### config.mk
export PLATFORM = sky130hd
export DESIGN_NAME = mem_access_monitor
export DESIGN_NICKNAME = d
export VERILOG_FILES = /design/src/rtl/mam_pkg.sv /design/src/rtl/mam_region_detect.sv /design/src/rtl/mam_status.sv /design/src/rtl/mam_regfile.sv /design/src/rtl/mem_access_monitor.sv
export SDC_FILE = /design/constraint.sdc
export NUM_CORES = 1
export LEC_CHECK = 0
export BUFFER_PORTS_ARGS = -buffer_cell sky130_fd_sc_hd__buf_2
export CAP_MARGIN = 20
export CORE_MARGIN = 2
export CORE_UTILIZATION = 40
export DETAILED_ROUTE_END_ITERATION = 16
export HOLD_SLACK_MARGIN = 0.08
export PLACE_DENSITY = 0.8
export SLEW_MARGIN = 0
export SYNTH_ARGS = -nofsm -noshare
export SYNTH_HDL_FRONTEND = slang
export SYNTH_SLANG_ARGS = --single-unit
### constraint.sdc
create_clock -name clk -period 1.45 [get_ports clk]
set_input_delay 0.3625 -clock clk [delete_from_list [all_inputs] [get_ports clk]]
set_output_delay 0.3625 -clock clk [all_outputs]
set_load 0.05 [all_outputs]
### src/rtl/mam_pkg.sv
package mam_pkg;
  localparam int NUM_REGIONS = 3;
  localparam int NUM_FLAGS   = 2 * NUM_REGIONS;
  localparam int BUS_AW      = 4;
  localparam int BUS_DW      = 32;
  localparam int WORD_SHIFT  = 3;
  localparam int DIR_BIT     = 16;

  localparam logic [BUS_AW-1:0] IDX_STATUS = 4'd0;
  localparam logic [BUS_AW-1:0] IDX_STATEN = 4'd1;
  localparam logic [BUS_AW-1:0] IDX_SIGEN  = 4'd2;
  localparam logic [BUS_AW-1:0] IDX_WATCH0 = 4'd3;

  typedef enum logic { DIR_READ = 1'b0, DIR_WRITE = 1'b1 } watch_dir_e;
endpackage

### src/rtl/mam_region_detect.sv
module mam_region_detect #(
  parameter int ADDR_W = 16,
  parameter int SHIFT  = 3,
  localparam int WA_W  = ADDR_W - SHIFT
) (
  input  logic              valid,
  input  logic              write,
  input  logic [ADDR_W-1:0] addr,
  input  logic              alloc,
  input  logic [WA_W-1:0]   watch_addr,
  input  logic              watch_dir,
  output logic              err_evt,
  output logic              match_evt
);
  logic dir_ok;
  logic addr_ok;

  always_comb begin
    dir_ok    = (write == watch_dir);
    addr_ok   = (addr[ADDR_W-1:SHIFT] == watch_addr);
    err_evt   = valid && !alloc;
    match_evt = valid && dir_ok && addr_ok;
  end
endmodule

### src/rtl/mam_status.sv
module mam_status #(
  parameter int NFLAGS = 6
) (
  input  logic              clk,
  input  logic              rst,
  input  logic [NFLAGS-1:0] events,
  input  logic [NFLAGS-1:0] stat_en,
  input  logic [NFLAGS-1:0] sig_en,
  input  logic [NFLAGS-1:0] clr_mask,
  output logic [NFLAGS-1:0] status_q,
  output logic              irq_q
);
  logic [NFLAGS-1:0] gated;
  logic [NFLAGS-1:0] status_d;

  always_comb begin
    gated    = events & stat_en;
    // a fresh event overrides a same-cycle clear
    status_d = (status_q & ~clr_mask) | gated;
  end

  always_ff @(posedge clk) begin
    if (rst) begin
      status_q <= '0;
      irq_q    <= 1'b0;
    end else begin
      status_q <= status_d;
      irq_q    <= |(status_q & sig_en);
    end
  end
endmodule

### src/rtl/mam_regfile.sv
module mam_regfile
  import mam_pkg::*;
#(
  parameter int NREG   = 3,
  parameter int NFLAGS = 6,
  parameter int WA_W   = 13,
  parameter int AW     = 4,
  parameter int DW     = 32
) (
  input  logic                      clk,
  input  logic                      rst,
  input  logic                      we,
  input  logic                      re,
  input  logic [AW-1:0]             addr,
  input  logic [DW-1:0]             wdata,
  input  logic [NFLAGS-1:0]         status,
  output logic [NFLAGS-1:0]         stat_en_q,
  output logic [NFLAGS-1:0]         sig_en_q,
  output logic [NREG-1:0][WA_W-1:0] watch_addr_q,
  output logic [NREG-1:0]           watch_dir_q,
  output logic [NFLAGS-1:0]         clr_mask,
  output logic [DW-1:0]             rdata_q,
  output logic                      rvalid_q
);
  logic [DW-1:0] rd_mux;

  always_comb begin
    clr_mask = (we && addr == IDX_STATUS) ? wdata[NFLAGS-1:0] : '0;
  end

  always_ff @(posedge clk) begin
    if (rst) begin
      stat_en_q <= '0;
      sig_en_q  <= '0;
    end else if (we) begin
      if (addr == IDX_STATEN) stat_en_q <= wdata[NFLAGS-1:0];
      if (addr == IDX_SIGEN)  sig_en_q  <= wdata[NFLAGS-1:0];
    end
  end

  for (genvar g = 0; g < NREG; g++) begin : g_watch
    localparam logic [AW-1:0] MY_IDX = AW'(int'(IDX_WATCH0) + g);
    always_ff @(posedge clk) begin
      if (rst) begin
        watch_addr_q[g] <= '0;
        watch_dir_q[g]  <= 1'b0;
      end else if (we && addr == MY_IDX) begin
        watch_addr_q[g] <= wdata[WA_W-1:0];
        watch_dir_q[g]  <= wdata[DIR_BIT];
      end
    end
  end

  always_comb begin
    rd_mux = '0;
    if (addr == IDX_STATUS) rd_mux[NFLAGS-1:0] = status;
    if (addr == IDX_STATEN) rd_mux[NFLAGS-1:0] = stat_en_q;
    if (addr == IDX_SIGEN)  rd_mux[NFLAGS-1:0] = sig_en_q;
    for (int i = 0; i < NREG; i++) begin
      if (addr == AW'(int'(IDX_WATCH0) + i)) begin
        rd_mux[WA_W-1:0] = watch_addr_q[i];
        rd_mux[DIR_BIT]  = watch_dir_q[i];
      end
    end
  end

  always_ff @(posedge clk) begin
    if (rst) begin
      rdata_q  <= '0;
      rvalid_q <= 1'b0;
    end else begin
      rvalid_q <= re;
      if (re) rdata_q <= rd_mux;
    end
  end
endmodule

### src/rtl/mem_access_monitor.sv
module mem_access_monitor
  import mam_pkg::*;
#(
  parameter int NREG   = NUM_REGIONS,
  parameter int ADDR_W = 16,
  localparam int NFLAGS = 2 * NREG,
  localparam int WA_W   = ADDR_W - WORD_SHIFT
) (
  input  logic                   clk,
  input  logic                   rst,
  input  logic [NREG-1:0]        acc_valid,
  input  logic [NREG-1:0]        acc_write,
  input  logic [NREG*ADDR_W-1:0] acc_addr,
  input  logic [NREG-1:0]        acc_alloc,
  input  logic                   bus_we,
  input  logic                   bus_re,
  input  logic [BUS_AW-1:0]      bus_addr,
  input  logic [BUS_DW-1:0]      bus_wdata,
  output logic [BUS_DW-1:0]      bus_rdata,
  output logic                   bus_rvalid,
  output logic                   irq
);
  logic [NFLAGS-1:0]         status_q;
  logic [NFLAGS-1:0]         stat_en_q;
  logic [NFLAGS-1:0]         sig_en_q;
  logic [NFLAGS-1:0]         clr_mask;
  logic [NREG-1:0][WA_W-1:0] watch_addr_q;
  logic [NREG-1:0]           watch_dir_q;
  logic [NREG-1:0]           err_evt;
  logic [NREG-1:0]           match_evt;
  logic [NFLAGS-1:0]         events;

  for (genvar g = 0; g < NREG; g++) begin : g_region
    mam_region_detect #(.ADDR_W(ADDR_W), .SHIFT(WORD_SHIFT)) u_det (
      .valid      (acc_valid[g]),
      .write      (acc_write[g]),
      .addr       (acc_addr[g*ADDR_W +: ADDR_W]),
      .alloc      (acc_alloc[g]),
      .watch_addr (watch_addr_q[g]),
      .watch_dir  (watch_dir_q[g]),
      .err_evt    (err_evt[g]),
      .match_evt  (match_evt[g])
    );
  end

  assign events = {match_evt, err_evt};

  mam_regfile #(.NREG(NREG), .NFLAGS(NFLAGS), .WA_W(WA_W),
                .AW(BUS_AW), .DW(BUS_DW)) u_regs (
    .clk          (clk),
    .rst          (rst),
    .we           (bus_we),
    .re           (bus_re),
    .addr         (bus_addr),
    .wdata        (bus_wdata),
    .status       (status_q),
    .stat_en_q    (stat_en_q),
    .sig_en_q     (sig_en_q),
    .watch_addr_q (watch_addr_q),
    .watch_dir_q  (watch_dir_q),
    .clr_mask     (clr_mask),
    .rdata_q      (bus_rdata),
    .rvalid_q     (bus_rvalid)
  );

  mam_status #(.NFLAGS(NFLAGS)) u_stat (
    .clk      (clk),
    .rst      (rst),
    .events   (events),
    .stat_en  (stat_en_q),
    .sig_en   (sig_en_q),
    .clr_mask (clr_mask),
    .status_q (status_q),
    .irq_q    (irq)
  );
endmodule

# --- Word level (Yosys, flattened, before mapping) ---
# Index checks and enable logic that the tools add are counted.
totals:
  elab_cells: 58
  inputBits: 97
  output_inout_bits: 34
  reg_bits: 76
op_classes:
  reduce_logical: 20
  eq_ne: 11
  n_mux: 10
  bitwise_logic: 5
ops:
  columns: ["cell", "count"]
  rows:
  - ["$eq 13x13->1", 3]
  - ["$mux 13", 3]
  - ["$mux 6", 4]
  - ["$and 6x6->6", 3]
  - ["$logic_and 1x1->1", 13]
  - ["$eq 4x2->1 const B", 2]
  - ["$eq 4x3->1 const B", 2]
  - ["$not 6->6", 1]
  - ["$or 6x6->6", 1]
  - ["$reduce_or 6->1", 1]
  - ["$eq 4x1->1 const B", 1]
  - ["$logic_not 4->1", 1]
  - ["$reduce_and 2->1", 2]
  - ["$eq 1x1->1", 3]
  - ["$logic_not 1->1", 3]
  - ["$mux 1", 3]

# --- Logic depth before layout (Yosys ltp) ---
# Gate-level depths: netlist of the first run.
logic_depth:
  depth_word: 7
  mapped_depth: 7

# --- Hierarchy ---
# A second synthesis of the first run with hierarchy kept.
hier_totals:
  hier_cells: 464
  hier_area_um2: 3837.4
modules_own_cells:
  columns: ["module", "cells_each", "area_each_um2", "n_inst", "seq_area_each_um2"]
  rows:
  - ["mam_regfile", 375, 3083.0, 1, 1381.3]
  - ["mam_region_detect", 20, 165.2, 3, 0.0]
  - ["mam_status", 29, 259.0, 1, 140.1]

# --- Least setup slack after synthesis of the first run ---
# Ideal clock, no wire load.
synth_path:
  path_type: "input to register"
  start: "in bus_addr[1]"
  end: "reg u_regs.watch_addr_q[30] (netlist bit)"
  setup_time_ps: 132
  required_ps: 1318
  slack_ps: 6
  stages: 7
  arrival_ps: 1312
  n_path_buf: 3
  cell_sequence: "buf_6 -> nor4bb_1 -> buf_2 -> nand2_1 -> buf_2 -> nand2_1 -> a21oi_1"
synth_via:
  elab_chain_len: 2
synth_lines:
  columns: ["item", "line", "rtl"]
  rows:
  - ["from (decl)", "mem_access_monitor.sv:17", "input logic [BUS_AW-1:0] bus_addr,"]
  - ["$eq 4x3->1", "mam_regfile.sv:47", "end else if (we && addr == MY_IDX) begin"]
  - ["$logic_and 1x1->1", "mam_regfile.sv:47", null]
  - ["to (signal, indexed assignment)", "mam_regfile.sv:48", "watch_addr_q[g] <= wdata[WA_W-1:0];"]
  - ["to (decl)", "mam_regfile.sv:19", "output logic [NREG-1:0][WA_W-1:0] watch_addr_q,"]
# Every way passes these cells.
# A chain may end at the register's enable or synchronous reset.

# --- Final worst setup path of the first run ---
layout_path:
  start: "reg u_regs.watch_addr_q[38] (netlist bit)"
  end: "reg u_stat.status_q[5]"
layout_via:
  elab_chain_len: 4
layout_lines:
  columns: ["item", "line", "rtl"]
  rows:
  - ["$eq 13x13->1", "mam_region_detect.sv:20", "addr_ok = (addr[ADDR_W-1:SHIFT] == watch_addr);"]
  - ["$logic_and 1x1->1", "mam_region_detect.sv:22", "match_evt = valid && dir_ok && addr_ok;"]
  - ["$and 6x6->6", "mam_status.sv:17", "gated = events & stat_en;"]
  - ["$or 6x6->6", "mam_status.sv:19", "status_d = (status_q & ~clr_mask) | gated;"]
  - ["to (signal assigned)", "mam_status.sv:27", "status_q <= status_d;"]
  - ["to (decl)", "mam_status.sv:10", "output logic [NFLAGS-1:0] status_q,"]
# Every way passes these cells.

==> results of run 1 <==
[per-stage QoR]
stage | cell area [um^2] | setup WS, ps
after global placement | 4520 | -209
after global routing | 4750 | 0.491
final | 4750 | 46.4
after detailed placement | 4520 | -279
after floorplan | 3960 | 6.26
after CTS | 4740 | 76.2
[kinds of logic after synthesis]
logic type,Yosys count
buffers and inverters,55
XOR/XNOR,42
flip-flops,76
AO/OA/AOI/OAI,73
AND/OR/NAND/NOR,131
other,1
multiplexers,46
[path summary, 6_finish.rpt]
path                                                      startpoint                             end  slack, ps
worst max-delay path            u_regs.watch_addr_q[38]$_SDFFE_PP0P_   u_stat.status_q[5]$_SDFF_PP0_         50
worst min register to register        u_regs.rdata_q[9]$_SDFFE_PP0P_  u_regs.rdata_q[9]$_SDFFE_PP0P_        490
worst min-delay path                                    acc_alloc[1]   u_stat.status_q[1]$_SDFF_PP0_        280
worst max register to register  u_regs.watch_addr_q[38]$_SDFFE_PP0P_   u_stat.status_q[5]$_SDFF_PP0_         50
[what timing repair did]
action / CTS / global route
endpoints found under the setup margin: 1 / 7
gates resized for setup: 1 / 1
pin swaps: 0 / 0
[power by group through the flow]
stage	clock network, uW	registers [uW]	logic, uW
floorplan	0	2270	398
global placement	0	2200	667
detailed placement	0	2210	678
CTS	1800	2160	683
global route	1890	2160	738
finish	1780	2160	688
[per-layer routing]
metal,share of wire [%],GRT usage [%],vias up
met1,43,26.2,1582
li1,-,-,1623
met3,7.7,4.07,30
met2,47,32.7,157
met5,0,0,-
met4,2.9,8.31,0
[state kept, by name, summed over array words and instances (netlist names)]
signal               cells
u_regs.sig_en_q          6
u_regs.stat_en_q         6
u_regs.rvalid_q          1
u_regs.rdata_q          14
u_stat.irq_q             1
u_regs.watch_dir_q       3
u_regs.watch_addr_q     39
u_stat.status_q          6
[area by class of cell]
class / instances / area, um^2 / area share [%]
well taps: 133 / 166 / 3.50
multi-input cells: 310 / 2140 / 45.0
flip-flops and latches: 76 / 1520 / 32.0
repair buffers: 111 / 671 / 14.1
inverters: 10 / 37.5 / 0.790
clock inverters: 4 / 72.6 / 1.53
clock buffers: 12 / 145 / 3.06
[worst max-delay path: stages, from the launching register on]
cell                      delay (ps)
sky130_fd_sc_hd__dfxtp_1         340
sky130_fd_sc_hd__xor2_1          170
sky130_fd_sc_hd__nor4_2          320
sky130_fd_sc_hd__buf_4           160
sky130_fd_sc_hd__nand4_1         130
sky130_fd_sc_hd__a21oi_1         200
[cells in the final DEF, fill, tap and decap left out, types with 2 or more instances in the layout]
| cell | Yosys | routed |
|---|---|---|
| sky130_fd_sc_hd__buf_2 | 5 | 85 |
| sky130_fd_sc_hd__dfxtp_1 | 76 | 76 |
| sky130_fd_sc_hd__nor2_1 | 54 | 54 |
| sky130_fd_sc_hd__xor2_1 | 42 | 42 |
| sky130_fd_sc_hd__mux2i_1 | 40 | 40 |
| sky130_fd_sc_hd__nand2_1 | 37 | 37 |
| sky130_fd_sc_hd__buf_4 | 22 | 22 |
| sky130_fd_sc_hd__a21oi_1 | 21 | 21 |
| sky130_fd_sc_hd__conb_1 | 1 | 18 |
| sky130_fd_sc_hd__a22oi_1 | 11 | 11 |
| sky130_fd_sc_hd__o21ai_0 | 10 | 10 |
| sky130_fd_sc_hd__inv_1 | 10 | 10 |
| sky130_fd_sc_hd__clkbuf_8 | 0 | 10 |
| sky130_fd_sc_hd__a211oi_1 | 9 | 9 |
| sky130_fd_sc_hd__a2bb2oi_1 | 8 | 8 |
| sky130_fd_sc_hd__nor4_1 | 9 | 8 |
| sky130_fd_sc_hd__mux4_2 | 5 | 5 |
| sky130_fd_sc_hd__nand3b_1 | 5 | 5 |
| sky130_fd_sc_hd__a31oi_1 | 5 | 5 |
| sky130_fd_sc_hd__a311o_1 | 4 | 4 |
| sky130_fd_sc_hd__buf_12 | 0 | 4 |
| sky130_fd_sc_hd__or2_0 | 3 | 3 |
| sky130_fd_sc_hd__nor3_1 | 3 | 3 |
| sky130_fd_sc_hd__nand4_1 | 3 | 3 |
| sky130_fd_sc_hd__nor3b_4 | 2 | 2 |
| sky130_fd_sc_hd__o21ai_1 | 2 | 2 |
| sky130_fd_sc_hd__nor2b_1 | 2 | 2 |
| sky130_fd_sc_hd__clkbuf_1 | 13 | 2 |
| sky130_fd_sc_hd__bufinv_16 | 0 | 2 |
==> metrics.txt, run 1 <==
multiplexer area fraction after synthesis=13.4%; achievable clock frequency=712 MHz; layout overhead on the synthesized area=21.9%; detailed placer's ending HPWL=8100 um; first-pass GRT wire length=16,300 um; largest driver fanout on the critical path=3; Mapped Area=3900 um^2; CTS tree=built; Port-buffer cells=85; number of maximum-capacitance constraint violations=0; number of enable flip-flop cells after synthesis=0; VDD IR-drop max=0.602 mV; total net switching power=1240 uW; Vias=3,392; post-layout total power=4630 uW; number of placed cells counting well taps=640; CP startpoint kind=register; part of the Yosys area used for sequential elements=39.0%; Top FF cell, synth=sky130_fd_sc_hd__dfxtp_1; synthesized-area fraction occupied by adder cells=0%; drc violations=0; Inserted Diodes=0; I/O pin cnt=131; reported leakage power=0.00227 uW; dominant combinational cell family by area after synthesis=simple AND/OR/NAND/NOR gates; count of fill cells added during filler insertion=867; total clock sinks=76; Starting Density=40.6%; Cell variety after synth=45; Overall Global Routing Usage=20.1%; Pins Over Slew Limit=0; gp weighted congestion=0.896; outcome=completed; shortest clock period the worst path allows after layout=1400 ps; path type of the worst setup path=register to register; worst endpoint data arrival time=1670 ps; Commonest cells post-synth=sky130_fd_sc_hd__dfxtp_1, sky130_fd_sc_hd__nor2_1, sky130_fd_sc_hd__xor2_1; clk_skew=9.90 ps; Die Height=103 um; Setup TNS=0 ps; pin count of the biggest net entering global routing=51; die footprint=10,600 um^2; largest cells by area after synthesis=sky130_fd_sc_hd__dfxtp_1, sky130_fd_sc_hd__mux2i_1, sky130_fd_sc_hd__xor2_1; number of cells on the worst reg-to-reg path=5; simple-gate portion of the synthesized area=17.4%; RSZ-0062 raised after global routing=false; data required time of the critical path=1720 ps; total wire length after detailed routing=10,500 um; final hold slack=279 ps; flip-flop and latch count after synthesis=76; Routed WL per cell=16.1 um; clock transition at the registers of the reported paths=80 ps; cell-internal power=3390 uW; Root Buffer Master=sky130_fd_sc_hd__clkbuf_8; number of buffers created by CTS=9; number of buffers inserted for hold repair after clock tree synthesis=0; cell taking the most area after synthesis=sky130_fd_sc_hd__dfxtp_1; Final Hold Fails=0; Yosys warnings=0; Power Density=974 nW/um^2; proportion of power drawn by combinational gates=14.9%; switching share of power=26.8%; Max clock buf depth=2; capturing element type of the critical path=register; router iterations before antenna repair=5; share of the synthesized area in the top cell type=39.0%; via count of the first global-routing pass=3,223; fraction of final layout cells sized beyond drive strength 1=27.0%; cell with the most instances after synthesis=sky130_fd_sc_hd__dfxtp_1; aggregate global routing overflow=0; number of nets in the layout=615; post-synthesis cell count=424; share of the synthesized area in compound gates (AO/OA/AOI/OAI)=12.3%; worst hold-check path type=primary input to register; Cell Rows=36; xor/xnor share of the synthesized area=9.44%; relative contribution of sequential cells to total power=46.6%; post-DR vias/cell=5.17; number of DRC violations after detailed-routing iteration 0=270; number of nets with antenna violations after detailed routing=0; final setup violation count=0; Worst-Skew Late Latency=350 ps; worst hold stages=3; share of the cycle needed by the critical path after routing=96.8%; clock network power share=38.5%; number of antenna violations at the first check in global routing=0; H-tree levels=3; mean cell area of the mapped netlist=9.20 um^2; proportion of register bits with asynchronous set or reset after synthesis=0%; Die Width=103 um; Floorplan Core Area=9590 um^2; non-filler instance count after layout=656; buffer count from post-CTS setup fixing=0; Finished Core Util=49.5%
Power figures use the tool's default switching activity.
==> run 2, diff against run 1 <==
CORE_ASPECT_RATIO = 0.9   (was unset)
==> run 2 against run 1 <==
Against the previous run:
- clock-buffer cell count down 3
- highest routed layer unchanged
- critical path depth unchanged
- via count down 2.2%
- largest power group unchanged
- sequential share of layout area shrank 0.067 points
- worst setup slack improved by 35 ps
- combinational power is essentially flat
- routed wire length down 0.35%
- maximum frequency rose by 2.6%
- clock power grew 5%
- register-to-register slack better by 40 ps
==> metrics.txt, run 2 (same netlist as run 1, synthesis figures left out) <==
outcome=completed (unchanged); Vias=3,317 (was 3,392); number of antenna violations at the first check in global routing=0 (unchanged); post-DR vias/cell=5.11 (was 5.17); pin count of the biggest net entering global routing=54 (was 51); fraction of final layout cells sized beyond drive strength 1=27.5% (was 27.0%); non-filler instance count after layout=649 (was 656); Power Density=990 nW/um^2 (was 974 nW/um^2); Placed Instance Area=4520 um^2 (about the same); router iterations before antenna repair=4 (was 5); Root Buffer Master=sky130_fd_sc_hd__clkbuf_8 (unchanged); origin of the critical flop-to-flop path=u_regs.watch_addr_q[38]$_SDFFE_PP0P_ (unchanged); Max clock buf depth=2 (unchanged); clock transition at the registers of the reported paths=90 ps (was 80 ps); capturing element type of the critical path=register (unchanged); CP startpoint kind=register (unchanged); minimum setup slack in the final design=81.8 ps (was 46.4 ps); number of buffers created by CTS=9 (unchanged); count of fill cells added during filler insertion=874 (was 867); number of buffers inserted for hold repair after clock tree synthesis=0 (unchanged); worst endpoint data arrival time=1650 ps (was 1670 ps); worst hold stages=3 (unchanged); Worst-Skew Late Latency=360 ps (was 350 ps); reported leakage power=0.00227 uW (about the same); worst reg2reg path endpoint=u_stat.status_q[5]$_SDFF_PP0_ (unchanged); CTS tree=built (unchanged); path type of the worst setup path=register to register (unchanged); H-tree levels=3 (unchanged); post-layout total power=4710 uW (was 4630 uW); largest driver fanout on the critical path=3 (unchanged); biggest regs=u_regs.watch_addr_q: 39 flops, u_regs.rdata_q: 14 flops (unchanged); detailed route wirelength on metal2=4920 um (was 4940 um); Cell Rows=34 (was 36); die footprint=10,600 um^2 (about the same); first-pass GRT wire length=16,600 um (was 16,300 um); start point of the worst min-delay path=bus_wdata[6] (was acc_alloc[1]); Final Hold Fails=0 (unchanged); via count of the first global-routing pass=3,220 (was 3,223); wire length on met1=4570 um (was 4480 um); total clock sinks=76 (unchanged); number of placed cells counting well taps=633 (was 640); aggregate global routing overflow=0 (unchanged); final standard cell area without fillers=4760 um^2 (was 4750 um^2); worst-case setup slack after placement=-207 ps (was -279 ps); leading cell types in the layout, fill and taps excluded=sky130_fd_sc_hd__buf_2, sky130_fd_sc_hd__dfxtp_1, sky130_fd_sc_hd__nor2_1 (unchanged); I/O pin cnt=131 (unchanged); final hold slack=261 ps (was 279 ps); layout overhead on the synthesized area=22.1% (was 21.9%); number of DRC violations after detailed-routing iteration 0=237 (was 270); Hold Crit Endpoint=u_regs.watch_addr_q[32]$_SDFFE_PP0P_ (was u_stat.status_q[1]$_SDFF_PP0_); final setup violation count=0 (unchanged); Port-buffer cells=85 (unchanged); achievable clock frequency=731 MHz (was 712 MHz); detailed placer's ending HPWL=8090 um (was 8100 um); flip-flop count of the largest register, all copies and words added=39 (unchanged); number of cells on the worst reg-to-reg path=5 (unchanged); Pins Over Slew Limit=0 (unchanged); Floorplan Core Area=9570 um^2 (was 9590 um^2); number of maximum-capacitance constraint violations=0 (unchanged); worst hold-check path type=primary input to register (unchanged); number of nets in the layout=615 (unchanged); Met3 Routed Length=808 um (was 807 um); most flop-heavy register=u_regs.watch_addr_q (unchanged); highest routed layer=met4 (unchanged); shortest clock period the worst path allows after layout=1370 ps (was 1400 ps); data required time of the critical path=1730 ps (was 1720 ps); Routed WL per cell=16.2 um (was 16.1 um); drc violations=0 (unchanged); worst setup slack for register-to-register paths=80 ps (was 50 ps); commonest non-fill, non-tap cell in the layout=sky130_fd_sc_hd__buf_2 (unchanged); VDD IR-drop max=0.510 mV (was 0.602 mV); number of nets with antenna violations after detailed routing=0 (unchanged); gp weighted congestion=0.943 (was 0.896); Starting Density=40.7% (was 40.6%); Inserted Diodes=0 (unchanged); clk_skew=10.3 ps (was 9.90 ps); Die Width=108 um (was 103 um); Overall Global Routing Usage=20.3% (was 20.1%); Die Height=97.7 um (was 103 um); share of the cycle needed by the critical path after routing=94.4% (was 96.8%); total wire length after detailed routing=10,500 um (about the same); RSZ-0062 raised after global routing=false (unchanged)
## run 2: cell types whose count changed in the layout (fill, tap and decap cells not counted), sizes merged
cell,previous run,this run
clkinvlp,1,0
clkbuf,12,9
inv,10,14
## run 2: worst max path at each step
stage	start	to	slack, ps	cells after the start
after CTS	u_regs.watch_addr_q[38]$_SDFFE_PP0P_	u_stat.status_q[5]$_SDFF_PP0_	10	5
final	u_regs.watch_addr_q[38]$_SDFFE_PP0P_	u_stat.status_q[5]$_SDFF_PP0_	80	5
after floorplan	bus_addr[1]	u_regs.watch_addr_q[30]$_SDFFE_PP0P_	6	7
after global routing	u_regs.watch_addr_q[29]$_SDFFE_PP0P_	u_stat.status_q[5]$_SDFF_PP0_	10	4
after detailed placement	bus_addr[2]	u_regs.sig_en_q[0]$_SDFFE_PP0P_	-210	7
after global placement	bus_addr[1]	u_regs.rdata_q[5]$_SDFFE_PP0P_	-150	4
## run 2: critical path, stage by stage, from the launching register on
cell	delay, ps
sky130_fd_sc_hd__dfxtp_1	350
sky130_fd_sc_hd__xor2_1	170
sky130_fd_sc_hd__nor4_2	300
sky130_fd_sc_hd__buf_4	150
sky130_fd_sc_hd__nand4_1	130
sky130_fd_sc_hd__a21oi_1	190
## run 2: layout make-up
type | count | area [um^2] | share of cell area (%)
clock buffer | 9 | 124 | 2.60
clock inverter | 7 | 103 | 2.16
inverter | 10 | 37.5 | 0.788
multi-input combinational | 310 | 2130 | 44.8
sequential | 76 | 1520 | 32.0
tap | 126 | 158 | 3.31
timing repair buffer | 111 | 683 | 14.3
## run 2: stage by stage
stage	setup TNS, ps	utilization [%]
4_1_cts	0	49.6
6_report	0	49.7
3_3_place_gp	-5990	47.2
2_1_floorplan	0	-
5_1_grt	0	49.7
3_5_place_dp	-8560	47.2
## run 2: layer usage
metal / up-vias / track usage (%)
met2: 126 / 31.9
met3: 18 / 5.50
li1: 1627 / -
met1: 1546 / 26.7
met4: 0 / 6.71
met5: - / 0
## run 2: power by group
part           leakage (uW)  switching (uW)  internal (uW)  total (uW)
Clock              0.000117             869            997        1870
Combinational       0.00154             446            245         691
Sequential         0.000616            30.5           2130        2160
Total               0.00227            1350           3370        4710
## run 2: repair_timing
item | 4_1_cts | 5_1_grt
gates resized for setup | 0 | 2
endpoints found under the setup margin | 0 | 2
setup buffers | 0 | 0
